File: src/rtl/evt_pkg.sv
package evt_pkg;
  localparam int NUM_LVL  = 16;
  localparam int LVL_W    = $clog2(NUM_LVL);
  localparam int NUM_GP   = 9;
  localparam int REG_AW   = 2;

  localparam int LVL_EMU  = 0;
  localparam int LVL_RST  = 1;
  localparam int LVL_NMI  = 2;
  localparam int LVL_EXC  = 3;
  localparam int LVL_GIE  = 4;
  localparam int LVL_HWE  = 5;
  localparam int LVL_TMR  = 6;
  localparam int LVL_GP0  = 7;
  localparam int LVL_SW0  = 14;

  typedef logic [NUM_LVL-1:0] lvl_vec_t;

  localparam lvl_vec_t ONE_HOT1    = lvl_vec_t'(1);
  localparam lvl_vec_t UNMASKABLE  = (ONE_HOT1 << LVL_GIE) - ONE_HOT1;
  localparam lvl_vec_t SLOT_BIT    = ONE_HOT1 << LVL_GIE;
  localparam lvl_vec_t MASK_WR     = ~((ONE_HOT1 << LVL_HWE) - ONE_HOT1);
  localparam lvl_vec_t SW_SET_BITS = ~((ONE_HOT1 << LVL_SW0) - ONE_HOT1);

  typedef enum logic [REG_AW-1:0] {
    REG_MASK = 2'd0,
    REG_PEND = 2'd1,
    REG_SVC  = 2'd2,
    REG_CTRL = 2'd3
  } reg_addr_e;
endpackage

File: src/rtl/evt_pend_reg.sv
module evt_pend_reg
  import evt_pkg::*;
(
  input  logic     clk_i,
  input  logic     rst_ni,
  input  lvl_vec_t raw_i,
  input  lvl_vec_t sw_set_i,
  input  lvl_vec_t clr_i,
  output lvl_vec_t pend_o
);
  lvl_vec_t prev_q, pend_q, rise;

  assign rise = raw_i & ~prev_q;

  always_ff @(posedge clk_i or negedge rst_ni) begin
    if (!rst_ni) begin
      prev_q <= '0;
      pend_q <= '0;
    end else begin
      prev_q <= raw_i;
      // new edge wins over a same-cycle clear
      pend_q <= ((pend_q & ~clr_i) | rise | sw_set_i) & ~SLOT_BIT;
    end
  end

  assign pend_o = pend_q;
endmodule

File: src/rtl/evt_arbiter.sv
module evt_arbiter
  import evt_pkg::*;
(
  input  lvl_vec_t         pend_i,
  input  lvl_vec_t         svc_i,
  input  lvl_vec_t         mask_i,
  input  logic             gie_i,
  output logic             req_o,
  output logic [LVL_W-1:0] lvl_o
);
  lvl_vec_t en, blk, elig;

  assign en = pend_i & ~SLOT_BIT & (UNMASKABLE | (mask_i & {NUM_LVL{gie_i}}));

  // blk[i]: some level at or above priority i is in service
  assign blk[0] = svc_i[0];
  for (genvar i = 1; i < NUM_LVL; i++) begin : g_blk
    assign blk[i] = blk[i-1] | svc_i[i];
  end

  assign elig  = en & ~blk;
  assign req_o = |elig;

  always_comb begin
    lvl_o = '0;
    for (int i = NUM_LVL - 1; i >= 0; i--) begin
      if (elig[i]) lvl_o = LVL_W'(i);
    end
  end
endmodule

File: src/rtl/evt_svc_stack.sv
module evt_svc_stack
  import evt_pkg::*;
(
  input  logic     clk_i,
  input  logic     rst_ni,
  input  lvl_vec_t set_i,
  input  lvl_vec_t clr_i,
  output lvl_vec_t svc_o
);
  lvl_vec_t svc_q;

  always_ff @(posedge clk_i or negedge rst_ni) begin
    if (!rst_ni) svc_q <= '0;
    else         svc_q <= (svc_q & ~clr_i) | set_i;
  end

  assign svc_o = svc_q;
endmodule

File: src/rtl/nest_evt_ctrl.sv
module nest_evt_ctrl
  import evt_pkg::*;
(
  input  logic                  clk_i,
  input  logic                  rst_ni,
  input  logic                  emu_req_i,
  input  logic                  rst_evt_req_i,
  input  logic                  nmi_wdog_i,
  input  logic                  nmi_pin_i,
  input  logic                  excpt_req_i,
  input  logic                  hwerr_req_i,
  input  logic                  tmr_req_i,
  input  logic [NUM_GP-1:0]     gp_req_i,
  output logic                  take_req_o,
  output logic [LVL_W-1:0]      take_lvl_o,
  input  logic                  take_ack_i,
  input  logic                  ret_valid_i,
  input  logic [LVL_W-1:0]      ret_lvl_i,
  input  logic                  reg_we_i,
  input  logic [REG_AW-1:0]     reg_addr_i,
  input  logic [NUM_LVL-1:0]    reg_wdata_i,
  output logic [NUM_LVL-1:0]    reg_rdata_o
);
  lvl_vec_t raw, sw_set, ack_vec, ret_vec;
  lvl_vec_t pend_q, svc_q, mask_q;
  logic     gie_q;
  logic     ack_fire;

  always_comb begin
    raw = '0;
    raw[LVL_EMU] = emu_req_i;
    raw[LVL_RST] = rst_evt_req_i;
    raw[LVL_NMI] = nmi_wdog_i | nmi_pin_i;
    raw[LVL_EXC] = excpt_req_i;
    raw[LVL_HWE] = hwerr_req_i;
    raw[LVL_TMR] = tmr_req_i;
    raw[LVL_GP0 +: NUM_GP] = gp_req_i;
  end

  assign ack_fire = take_ack_i & take_req_o;
  assign ack_vec  = ack_fire ? (ONE_HOT1 << take_lvl_o) : '0;
  assign ret_vec  = ret_valid_i ? (ONE_HOT1 << ret_lvl_i) : '0;
  assign sw_set   = (reg_we_i && reg_addr_i == REG_PEND) ? (reg_wdata_i & SW_SET_BITS) : '0;

  always_ff @(posedge clk_i or negedge rst_ni) begin
    if (!rst_ni) begin
      mask_q <= '0;
      gie_q  <= 1'b0;
    end else if (reg_we_i) begin
      if (reg_addr_i == REG_MASK) mask_q <= reg_wdata_i & MASK_WR;
      if (reg_addr_i == REG_CTRL) gie_q  <= reg_wdata_i[0];
    end
  end

  always_comb begin
    unique case (reg_addr_e'(reg_addr_i))
      REG_MASK: reg_rdata_o = mask_q;
      REG_PEND: reg_rdata_o = pend_q;
      REG_SVC:  reg_rdata_o = svc_q;
      REG_CTRL: reg_rdata_o = {{(NUM_LVL-1){1'b0}}, gie_q};
      default:  reg_rdata_o = '0;
    endcase
  end

  evt_pend_reg u_pend (
    .clk_i    (clk_i),
    .rst_ni   (rst_ni),
    .raw_i    (raw),
    .sw_set_i (sw_set),
    .clr_i    (ack_vec),
    .pend_o   (pend_q)
  );

  evt_svc_stack u_svc (
    .clk_i  (clk_i),
    .rst_ni (rst_ni),
    .set_i  (ack_vec),
    .clr_i  (ret_vec),
    .svc_o  (svc_q)
  );

  evt_arbiter u_arb (
    .pend_i (pend_q),
    .svc_i  (svc_q),
    .mask_i (mask_q),
    .gie_i  (gie_q),
    .req_o  (take_req_o),
    .lvl_o  (take_lvl_o)
  );
endmodule

File: config.mk
export PLATFORM = sky130hd
export DESIGN_NAME = nest_evt_ctrl
export DESIGN_NICKNAME = d
export VERILOG_FILES = /design/src/rtl/evt_pkg.sv /design/src/rtl/evt_pend_reg.sv /design/src/rtl/evt_arbiter.sv /design/src/rtl/evt_svc_stack.sv /design/src/rtl/nest_evt_ctrl.sv
export SDC_FILE = /design/constraint.sdc
export NUM_CORES = 1
export LEC_CHECK = 0
export ABC_AREA = 0
export BUFFER_PORTS_ARGS = -buffer_cell sky130_fd_sc_hd__buf_2
export CELL_PAD_IN_SITES_DETAIL_PLACEMENT = 2
export CELL_PAD_IN_SITES_GLOBAL_PLACEMENT = 2
export CORE_MARGIN = 5
export CORE_UTILIZATION = 31
export DETAILED_ROUTE_END_ITERATION = 8
export PLACE_DENSITY = 0.82
export SLEW_MARGIN = 10
export SYNTH_ARGS = -nofsm -noshare
export SYNTH_HDL_FRONTEND = slang
export SYNTH_SLANG_ARGS = --single-unit
File: constraint.sdc
create_clock -name clk_i -period 3 [get_ports clk_i]
set_clock_uncertainty 0.1 [all_clocks]
set_input_delay 0.45 -clock clk_i [delete_from_list [all_inputs] [get_ports clk_i]]
set_output_delay 0.45 -clock clk_i [all_outputs]
set_load 0.005 [all_outputs]
==> impl_metrics.json, run 1 <==
{
  "status": "complete, but fails checks",
  "failed_checks": "setup timing",
  "finish.utilization_pct": 42.59,
  "grtUsageTotal_pct": 18.83,
  "grt_pass1_vias": 2983,
  "async_flop_share_pct": 100.0,
  "power_leakage_uw": 0.001910,
  "clock_latency_ps": 350,
  "numCtsBuffers": 9,
  "synth_top_area_share_pct": 48.60,
  "r2r_end": "u_pend.pend_o[14]",
  "maxCapViolCount": 0,
  "hold_slack_ps": 119.0,
  "drive_above_1_share_pct": 37.22,
  "drc": 0,
  "syn_inst": 293,
  "regToRegSetupSlack_ps": -10,
  "syn_avg_cell_area_um2": 10.19,
  "r2r_start": "u_svc.svc_o[9]",
  "root_buffer": "clkbuf_8",
  "arrival_ps": 2560,
  "synth_area_mm2": 0.002987,
  "wl_per_cell_um": 20.95,
  "worst_pin_slew_ps": 789.9,
  "synthFlopType": "dfrtp_1",
  "grt_pass1_wl_mm": 16.75,
  "htree_levels": 3,
  "first_pass_iters": 4,
  "grt_max_degree": 34,
  "fin_crit_ps": 3107,
  "power_uw": 2805,
  "die-area_mm2": 0.01170,
  "io_pins": 64,
  "wl_mm": 10.98,
  "final_min_period_over_clock_period_pct": 103.6,
  "worst_slack_ps": -107.0,
  "clkTransAtPathRegs_ps": 70,
  "num_vias": 2765,
  "setup.worst_path.end_class": "output pin",
  "rsz0062_at_grt": "yes",
  "fp-row-count": 35,
  "clk_path_buf_depth": 2,
  "start_kind": "register",
  "antenna_found_initial": 0,
  "min_path_type": "primary input to register",
  "place_ws_ps": 20.83,
  "clock_sinks": 58,
  "maxSlewHeadroom_pct": 47.10,
  "initial_utilization_pct": 32.02,
  "die_h_um": 108.2,
  "ant_nets": 0,
  "globalplace.congestion": 0.9651,
  "ys_seq_area_share_pct": 48.60,
  "gr-total-overflow": 0,
  "drv_slew": 0,
  "syn_to_final_growth_pct": 33.01,
  "yosysMostFrequentCell": "dfrtp_1",
  "critPathKind": "register to output pin",
  "synth_area_leader_cell": "dfrtp_1",
  "synth-seq-cells": 58,
  "worst_r2r_path_depth": 8,
  "hold_viol_final": 0,
  "dp_cells": 499,
  "yosysWarnings": 0,
  "post-dp-hpwl_mm": 8.035,
  "crit_required_ps": 2450,
  "fin_cells": 524,
  "core_area_mm2": 0.009328,
  "cp_max_fo": 3,
  "startpoint": "u_svc.svc_o[9]",
  "powerDensity_mw_per_mm2": 706.2,
  "synth_edf_count": 0,
  "port_buffers": 59,
  "setup_violations": 6,
  "synthesis.nets": 336,
  "synth_commonest_cells": "dfrtp_1, o21ai_0, nand2_1, inv_1, mux2_2",
  "synth_cell_types": 53,
  "cts_tree": "done",
  "drtIter0Drc": 146,
  "min_to": "u_pend.prev_q[10]",
  "hp-start": "gp_req_i[3]",
  "synth_area_leaders": "dfrtp_1, o21ai_0, mux2_2, mux2i_1, nand2_1",
  "n_antenna_cell": 0,
  "hold_path_depth": 1,
  "via_per_inst": 5.277,
  "layout.nets": 433,
  "peakVddDrop_mv": 0.2692,
  "fp.dieW_um": 108.2,
  "fmax_mhz": 321.9
}
## repair_timing
item,4_1_cts,5_1_grt
endpoints found under the hold margin,3,0
setup buffers,4,5
resized for setup,11,9
pin swaps,5,6
setup endpoints to repair,5,6
hold buffers,1,0
## state kept, by name (all words and copies together), names as in the netlist
name,cells
u_pend.pend_o,15
mask_q,11
u_svc.svc_o,16
u_pend.prev_q,15
gie_q,1
## critical path, stage by stage (launching register included)
cell	delay, ps
dfrtp_1	390
or4_4	540
or4_4	480
a311oi_4	390
nor2_2	100
nor3_2	170
buf_2	150
## power by group
group / switching [µW] / internal [µW]
sequential: 102 / 887
clock: 331 / 424
combinational: 588 / 473
total: 1020 / 1780
## area by class of cell
class                           instances  area [µm²]
Timing Repair Buffer                   92       566.8
Fill cell                            1027        5355
Tap cell                              129       161.4
Clock buffer                           11       151.4
Inverter                               23       87.58
Clock inverter                          5       52.55
Sequential cell                        58        1451
Multi-Input combinational cell        206        1501
## logic make-up (layout without fill, tap and decap cells)
group | Yosys count | in the layout | synth area share (%)
compound gates | 95 | 95 | 22.04
flops | 58 | 58 | 48.60
simple gates | 87 | 87 | 16.97
buf+inv | 29 | 131 | 3.812
mux | 24 | 24 | 8.588
## stage by stage
stage	cell area, µm²	TNS, ps
2_1_floorplan	2987	0
3_3_place_gp	3602	0
3_5_place_dp	3605	0
4_1_cts	3902	-280.2
5_1_grt	3973	-819.5
6_report	3973	-284.2
## cells in the final DEF, fill, tap and decap left out, types with 6 or more instances in the layout
cell type / count
mux2_2: 13
buf_2: 58
a22o_1: 8
nor2_1: 6
o21ai_0: 36
o21ai_1: 8
nor2b_1: 6
nand2b_1: 6
a21oi_1: 6
nand3b_1: 6
nand2_1: 23
dfrtp_1: 58
inv_1: 22
o21a_1: 6
clkbuf_8: 11
buf_4: 28
mux2i_1: 11
## worst max-delay path by stage
| stage | to | cells past startpoint | slack (ps) |
|---|---|---|---|
| 6_report | take_lvl_o[3] | 6 | -110 |
| 3_3_place_gp | take_lvl_o[1] | 6 | 80 |
| 3_5_place_dp | take_lvl_o[1] | 6 | 20 |
| 5_1_grt | take_lvl_o[3] | 6 | -170 |
| 2_1_floorplan | take_lvl_o[0] | 6 | 180 |
| 4_1_cts | take_lvl_o[0] | 7 | -110 |
## metal layers
layer,up-vias,GRT usage [%],wire (µm)
li1,1272,-,-
met1,1418,23.64,4711
met2,59,33.30,5708
met3,16,3.881,397
met4,0,4.238,163
met5,-,0,0
Note: power is estimated with default switching activity, not from simulation.
==> inputs of run 2 (changes only) <==
- SYNTH_HIERARCHICAL: not set -> 1
==> run 2 against run 1 <==
Against the previous run:
- the flow now finishes without violations
- via count is 1.0% lower
- design area is 3.4% higher
- sequential power is 0.9% lower
==> impl_metrics.json, run 2 <==
{
  "arrival_ps": 3060,
  "final_cell_mix": "buf_2, dfrtp_1, inv_1",
  "synth_top_area_share_pct": 47.15,
  "synth_area_mm2": 0.003078,
  "yosysMostFrequentCell": "dfrtp_1",
  "setup.worst_path.end_class": "register",
  "postLayoutCellArea_mm2": 0.004106,
  "async_flop_share_pct": 100.0,
  "core_area_mm2": 0.009729,
  "gr-total-overflow": 0,
  "grtUsageTotal_pct": 18.65,
  "cts_setup_buffers": 0,
  "globalplace.congestion": 0.8915,
  "final_common_cell": "buf_2",
  "synth-seq-cells": 58,
  "clock_latency_ps": 350,
  "grt_max_degree": 25,
  "first_pass_iters": 4,
  "wl_mm": 10.64,
  "place_ws_ps": -54.28,
  "clkTransAtPathRegs_ps": 70,
  "grt_pass1_wl_mm": 16.85,
  "power_uw": 2897,
  "p_seq_share_pct": 33.8,
  "synth_edf_count": 0,
  "numCtsBuffers": 9,
  "die-area_mm2": 0.01202,
  "fin_cells": 546,
  "fmax_mhz": 341.0,
  "place_area_mm2": 0.003757,
  "via_per_inst": 5.013,
  "crit_required_ps": 3130,
  "critPathKind": "register to register",
  "initial_utilization_pct": 31.64,
  "worst_pin_slew_ps": 600.8,
  "final_min_period_over_clock_period_pct": 97.74,
  "grt_pass1_vias": 3196,
  "syn_inst": 302,
  "clk_path_buf_depth": 2,
  "hold_buffers": 0,
  "largest_reg_flops": 16,
  "drtIter0Drc": 77,
  "internal-power_uw": 1918,
  "peakVddDrop_mv": 0.2467,
  "switching_share_pct": 33.79,
  "syn_to_final_growth_pct": 33.41,
  "cp_max_fo": 4,
  "dp_cells": 530,
  "fp.dieW_um": 109.6,
  "syn_avg_cell_area_um2": 10.19,
  "synth_area_leader_cell": "dfrtp_1",
  "wl_per_cell_um": 19.48,
  "slowest_delay_ps": 490,
  "antenna_found_initial": 0,
  "clock_sinks": 58,
  "drc": 0,
  "crit_chain": "nand3b_1 > a2111o_1 > a21oi_1 > o21ai_0 > o211a_1 > buf_4 > nand4bb_2 > nor2_2 > inv_1 > a221o_1",
  "htree_levels": 3,
  "die_h_um": 109.6,
  "num_vias": 2737,
  "cts_tree": "done",
  "pwr-share-clk_pct": 30.9,
  "synth_commonest_cells": "dfrtp_1, inv_1, nor2_1, a21o_1, a221o_1",
  "powerDensity_mw_per_mm2": 705.6,
  "maxCapViolCount": 0,
  "worst_slack_ps": 67.69,
  "path_buf_inv": 2,
  "yosysWarnings": 6,
  "hold_viol_final": 0,
  "status": "finished clean",
  "fp-row-count": 36,
  "p_comb_share_pct": 35.3,
  "n_antenna_cell": 0,
  "ant_nets": 0,
  "io_pins": 64,
  "synth_area_leaders": "dfrtp_1, inv_1, a221o_1, mux2_4, a21o_1",
  "start_kind": "register",
  "power_leakage_uw": 0.001989,
  "post-dp-hpwl_mm": 8.074,
  "min_path_type": "primary input to async pin",
  "synthFlopType": "dfrtp_1",
  "slowest_stage": "a2111o_1",
  "fin_crit_ps": 2932,
  "rsz0062_at_grt": "yes",
  "crit_family": "compound AO/OA/AOI/OAI gates",
  "synth_cell_types": 47,
  "layout.nets": 451,
  "ys_seq_area_share_pct": 47.15,
  "maxSlewHeadroom_pct": 59.95,
  "p_sw_uw": 979.1,
  "drv_slew": 0,
  "drive_above_1_share_pct": 35.59,
  "port_buffers": 59,
  "setup_violations": 0,
  "root_buffer": "clkbuf_8"
}
-- run 2: cell types whose count changed after synthesis, sizes merged, moves of 6 or more --
cell,previous run,this run
o21a,6,0
nor2,8,28
nor3,4,10
o21ai,44,4
nand2,23,11
inv,22,50
o2bb2ai,1,11
a221o,1,15
a21o,3,17
-- run 2: cell type report --
| type | instances | area [µm²] |
|---|---|---|
| repair buffers | 90 | 535.5 |
| fillers | 1085 | 5623 |
| multi-input cells | 199 | 1523 |
| well taps | 133 | 166.4 |
| clock inverters | 7 | 117.6 |
| flip-flops and latches | 58 | 1453 |
| inverters | 50 | 187.7 |
| clock buffers | 9 | 123.9 |
-- run 2: logic make-up after synthesis --
group / count (synthesis) / share of synthesized area [%]
muxes: 24 / 9.553
other: 2 / 0.2440
DFF: 58 / 47.15
and+or+nand+nor: 86 / 15.53
AOI/OAI and AO/OA: 75 / 19.47
buffers and inverters: 57 / 8.049
-- run 2: power by group through the flow --
stage	Clock (µW)	Combinational, µW	Sequential (µW)
2_1_floorplan	0	466	971
3_3_place_gp	0	896	977
3_5_place_dp	0	931	988
4_1_cts	918	949	976
5_1_grt	956	1100	991
6_report	895	1020	980
-- run 2: final timing paths --
kind                            startpoint                to  slack [ps]  cells past startpoint
min                                 rst_ni  u_pend/pend_o[3]           5                      1
max in group asynchronous           rst_ni   u_svc/svc_o[11]        2080                      2
min in group clk_i             gp_req_i[1]  u_pend/prev_q[8]         120                      1
max reg2reg                u_svc/svc_o[13]  u_pend/pend_o[8]          70                     10
max                        u_svc/svc_o[13]  u_pend/pend_o[8]          70                     10
min reg2reg                 u_svc/svc_o[9]    u_svc/svc_o[9]         420                      1
-- run 2: metal layers --
layer	GRT usage (%)	vias to the layer above	part of all wire (%)
met4	4.720	0	0.92
met2	32.39	45	52
li1	-	1268	-
met3	4.404	8	2.6
met5	0	-	0
met1	23.27	1416	45
-- run 2: metrics by stage --
stage	hold slack [ps]	TNS (ps)	util [%]
final	5.201	0	42.21
after global routing	36.45	-196.8	42.21
after detailed placement	390.5	-126.0	38.62
after floorplan	54.41	0	-
after global placement	381.2	0	38.62
after CTS	14.22	-24.06	41.17
-- run 2: timing repair --
item	4_1_cts	5_1_grt
gates resized for setup	2	27
pin swaps	2	6
endpoints found under the setup margin	9	20
gates cloned	0	0
-- run 2: worst register-to-register path, cell delays in order (launching register included) --
cell and delay [ps]:
dfrtp_1 420, nand3b_1 200, a2111o_1 490, a21oi_1 220
o21ai_0 120, o211a_1 160, buf_4 150, nand4bb_2 340
nor2_2 230, inv_1 60, a221o_1 340
==> inputs of run 3 (changes only) <==
- PLACE_DENSITY: 0.82 -> not set
- PLACE_DENSITY_LB_ADDON: not set -> 0.08
==> run 3 against run 2 <==
Against the previous run:
- non-clock buffer count rose by 8
- hold slack improved by 110 ps
- critical path depth down 3
- final cell count rose by 1.5%
- sequential share of layout area down 0.93 points
- die area stayed put
- design area is 2.6% higher
- critical path type is now register to output pin
- highest routed layer unchanged
==> impl_metrics.json, run 3 (synthesis gave the netlist of run 2 again) <==
{
  "num_vias": 2757,
  "path_buf_inv": 2,
  "fin_crit_ps": 2964,
  "r2r_start": "u_svc/svc_o[11]",
  "fin_cells": 554,
  "startpoint": "u_svc/svc_o[11]",
  "crit_family": "simple AND/OR/NAND/NOR gates",
  "postLayoutCellArea_mm2": 0.004214,
  "clkTransAtPathRegs_ps": 70,
  "fp-row-count": 36,
  "cts_tree": "done",
  "slowest_stage": "or4_4",
  "status": "finished clean",
  "regToRegSetupSlack_ps": 60,
  "clk_path_buf_depth": 2,
  "nFillCells": 1089,
  "first_pass_iters": 4,
  "met3WireLength_um": 451,
  "syn_to_final_growth_pct": 36.91,
  "grt_pass1_wl_mm": 16.35,
  "drv_slew": 0,
  "wl_per_cell_um": 18.64,
  "hold_buffers": 0,
  "power_leakage_uw": 0.002050,
  "finish.utilization_pct": 43.31,
  "htree_levels": 3,
  "die_h_um": 109.6,
  "gr-total-overflow": 0,
  "powerDensity_mw_per_mm2": 711.7,
  "crit_required_ps": 2450,
  "fp.dieW_um": 109.6,
  "wl_mm": 10.33,
  "rsz0062_at_grt": "yes",
  "setup_violations": 0,
  "via_per_inst": 4.977,
  "dp_cells": 531,
  "place_area_mm2": 0.003765,
  "grt_pass1_vias": 3052,
  "clock_sinks": 58,
  "port_buffers": 59,
  "slowest_delay_ps": 560,
  "globalplace.congestion": 0.8932,
  "post-dp-hpwl_mm": 7.624,
  "power_uw": 2999,
  "crit_chain": "or4_4 > a211o_1 > a21oi_2 > nor2b_2 > nor3_2 > buf_4 > buf_2",
  "start_kind": "register",
  "drive_above_1_share_pct": 37.05,
  "min_path_type": "primary input to register",
  "hp-start": "hwerr_req_i",
  "n_antenna_cell": 0,
  "grt_max_degree": 59,
  "numCtsBuffers": 9,
  "root_buffer": "clkbuf_8",
  "arrival_ps": 2410,
  "maxCapViolCount": 0,
  "final_cell_mix": "dfrtp_1, buf_2, inv_1",
  "met1_length_mm": 4.576,
  "initial_utilization_pct": 31.64,
  "clock_latency_ps": 350,
  "largest_reg_flops": 16,
  "setup-tns-final_ps": 0,
  "maxSlewHeadroom_pct": 48.00,
  "io_pins": 64,
  "layout.nets": 459,
  "worst_pin_slew_ps": 780.0,
  "core_area_mm2": 0.009729,
  "drtIter0Drc": 68,
  "cp_max_fo": 5,
  "drc": 0,
  "peakVddDrop_mv": 0.3389,
  "critPathKind": "register to output pin",
  "met2_length_mm": 5.169,
  "ant_nets": 0,
  "setup.worst_path.end_class": "output pin",
  "highest_layer": "met4",
  "grtUsageTotal_pct": 18.31,
  "antenna_found_initial": 0,
  "die-area_mm2": 0.01202,
  "final_min_period_over_clock_period_pct": 98.81,
  "fmax_mhz": 337.4,
  "hold_viol_final": 0
}
run 3: cell types whose count changed in the layout (fill, tap and decap cells not counted), sizes merged:
| cell | before | now |
|---|---|---|
| buf | 90 | 98 |
| clkinvlp | 3 | 0 |
| clkbuf | 9 | 11 |
| clkinv | 1 | 2 |
run 3: layer usage:
layer | vias to the layer above | track usage, %
met2 | 50 | 30.56
li1 | 1284 | -
met3 | 12 | 4.404
met5 | - | 0
met4 | 0 | 5.699
met1 | 1411 | 23.39
run 3: repair_timing:
item / 4_1_cts / 5_1_grt
gates resized for setup: 9 / 26
setup buffers: 1 / 6
pin swaps: 2 / 7
endpoints found under the setup margin: 9 / 20
run 3: path summary, 6_finish.rpt:
check | endpoint | cells after the start
hold / removal | u_pend/prev_q[5] | 1
hold reg to reg | u_svc/svc_o[15] | 1
setup reg to reg | u_pend/pend_o[15] | 10
setup / recovery | take_lvl_o[3] | 7
max in group asynchronous | u_pend/pend_o[5] | 2
min in group asynchronous | u_pend/pend_o[12] | 2
run 3: worst reg2reg max path, cell delays in order (launching register included):
cell      delay, ps
dfrtp_1         430
or4_4           560
a211o_1         280
a21oi_2         180
nor2b_2          70
nand3b_1        200
nand4_1         260
buf_4           210
nor2_2          120
inv_1            70
a221o_1         340
run 3: metrics by stage:
step / setup WS [ps] / hold WS (ps)
finish: 35.76 / 115.3
global route: -66.78 / 88.37
CTS: -58.24 / 94.43
detailed placement: -42.47 / 394.7
global placement: -2.379 / 376.6
floorplan: 112.7 / 54.41
run 3: cell type report:
cell class / instances / area [µm²] / area share [%]
timing repair buffer: 98 / 605.6 / 14.37
sequential: 58 / 1451 / 34.44
clock buffer: 11 / 151.4 / 3.593
tap: 133 / 166.4 / 3.949
multi-input combinational: 199 / 1551 / 36.82
inverter: 50 / 187.7 / 4.454
clock inverter: 5 / 100.1 / 2.375
run 3: power breakdown:
group / internal [µW] / total (µW) / switching (µW) / leakage (µW)
registers: 882 / 973 / 91.4 / 0.000662
logic: 551 / 1100 / 546 / 0.00126
clock network: 594 / 929 / 335 / 0.000129
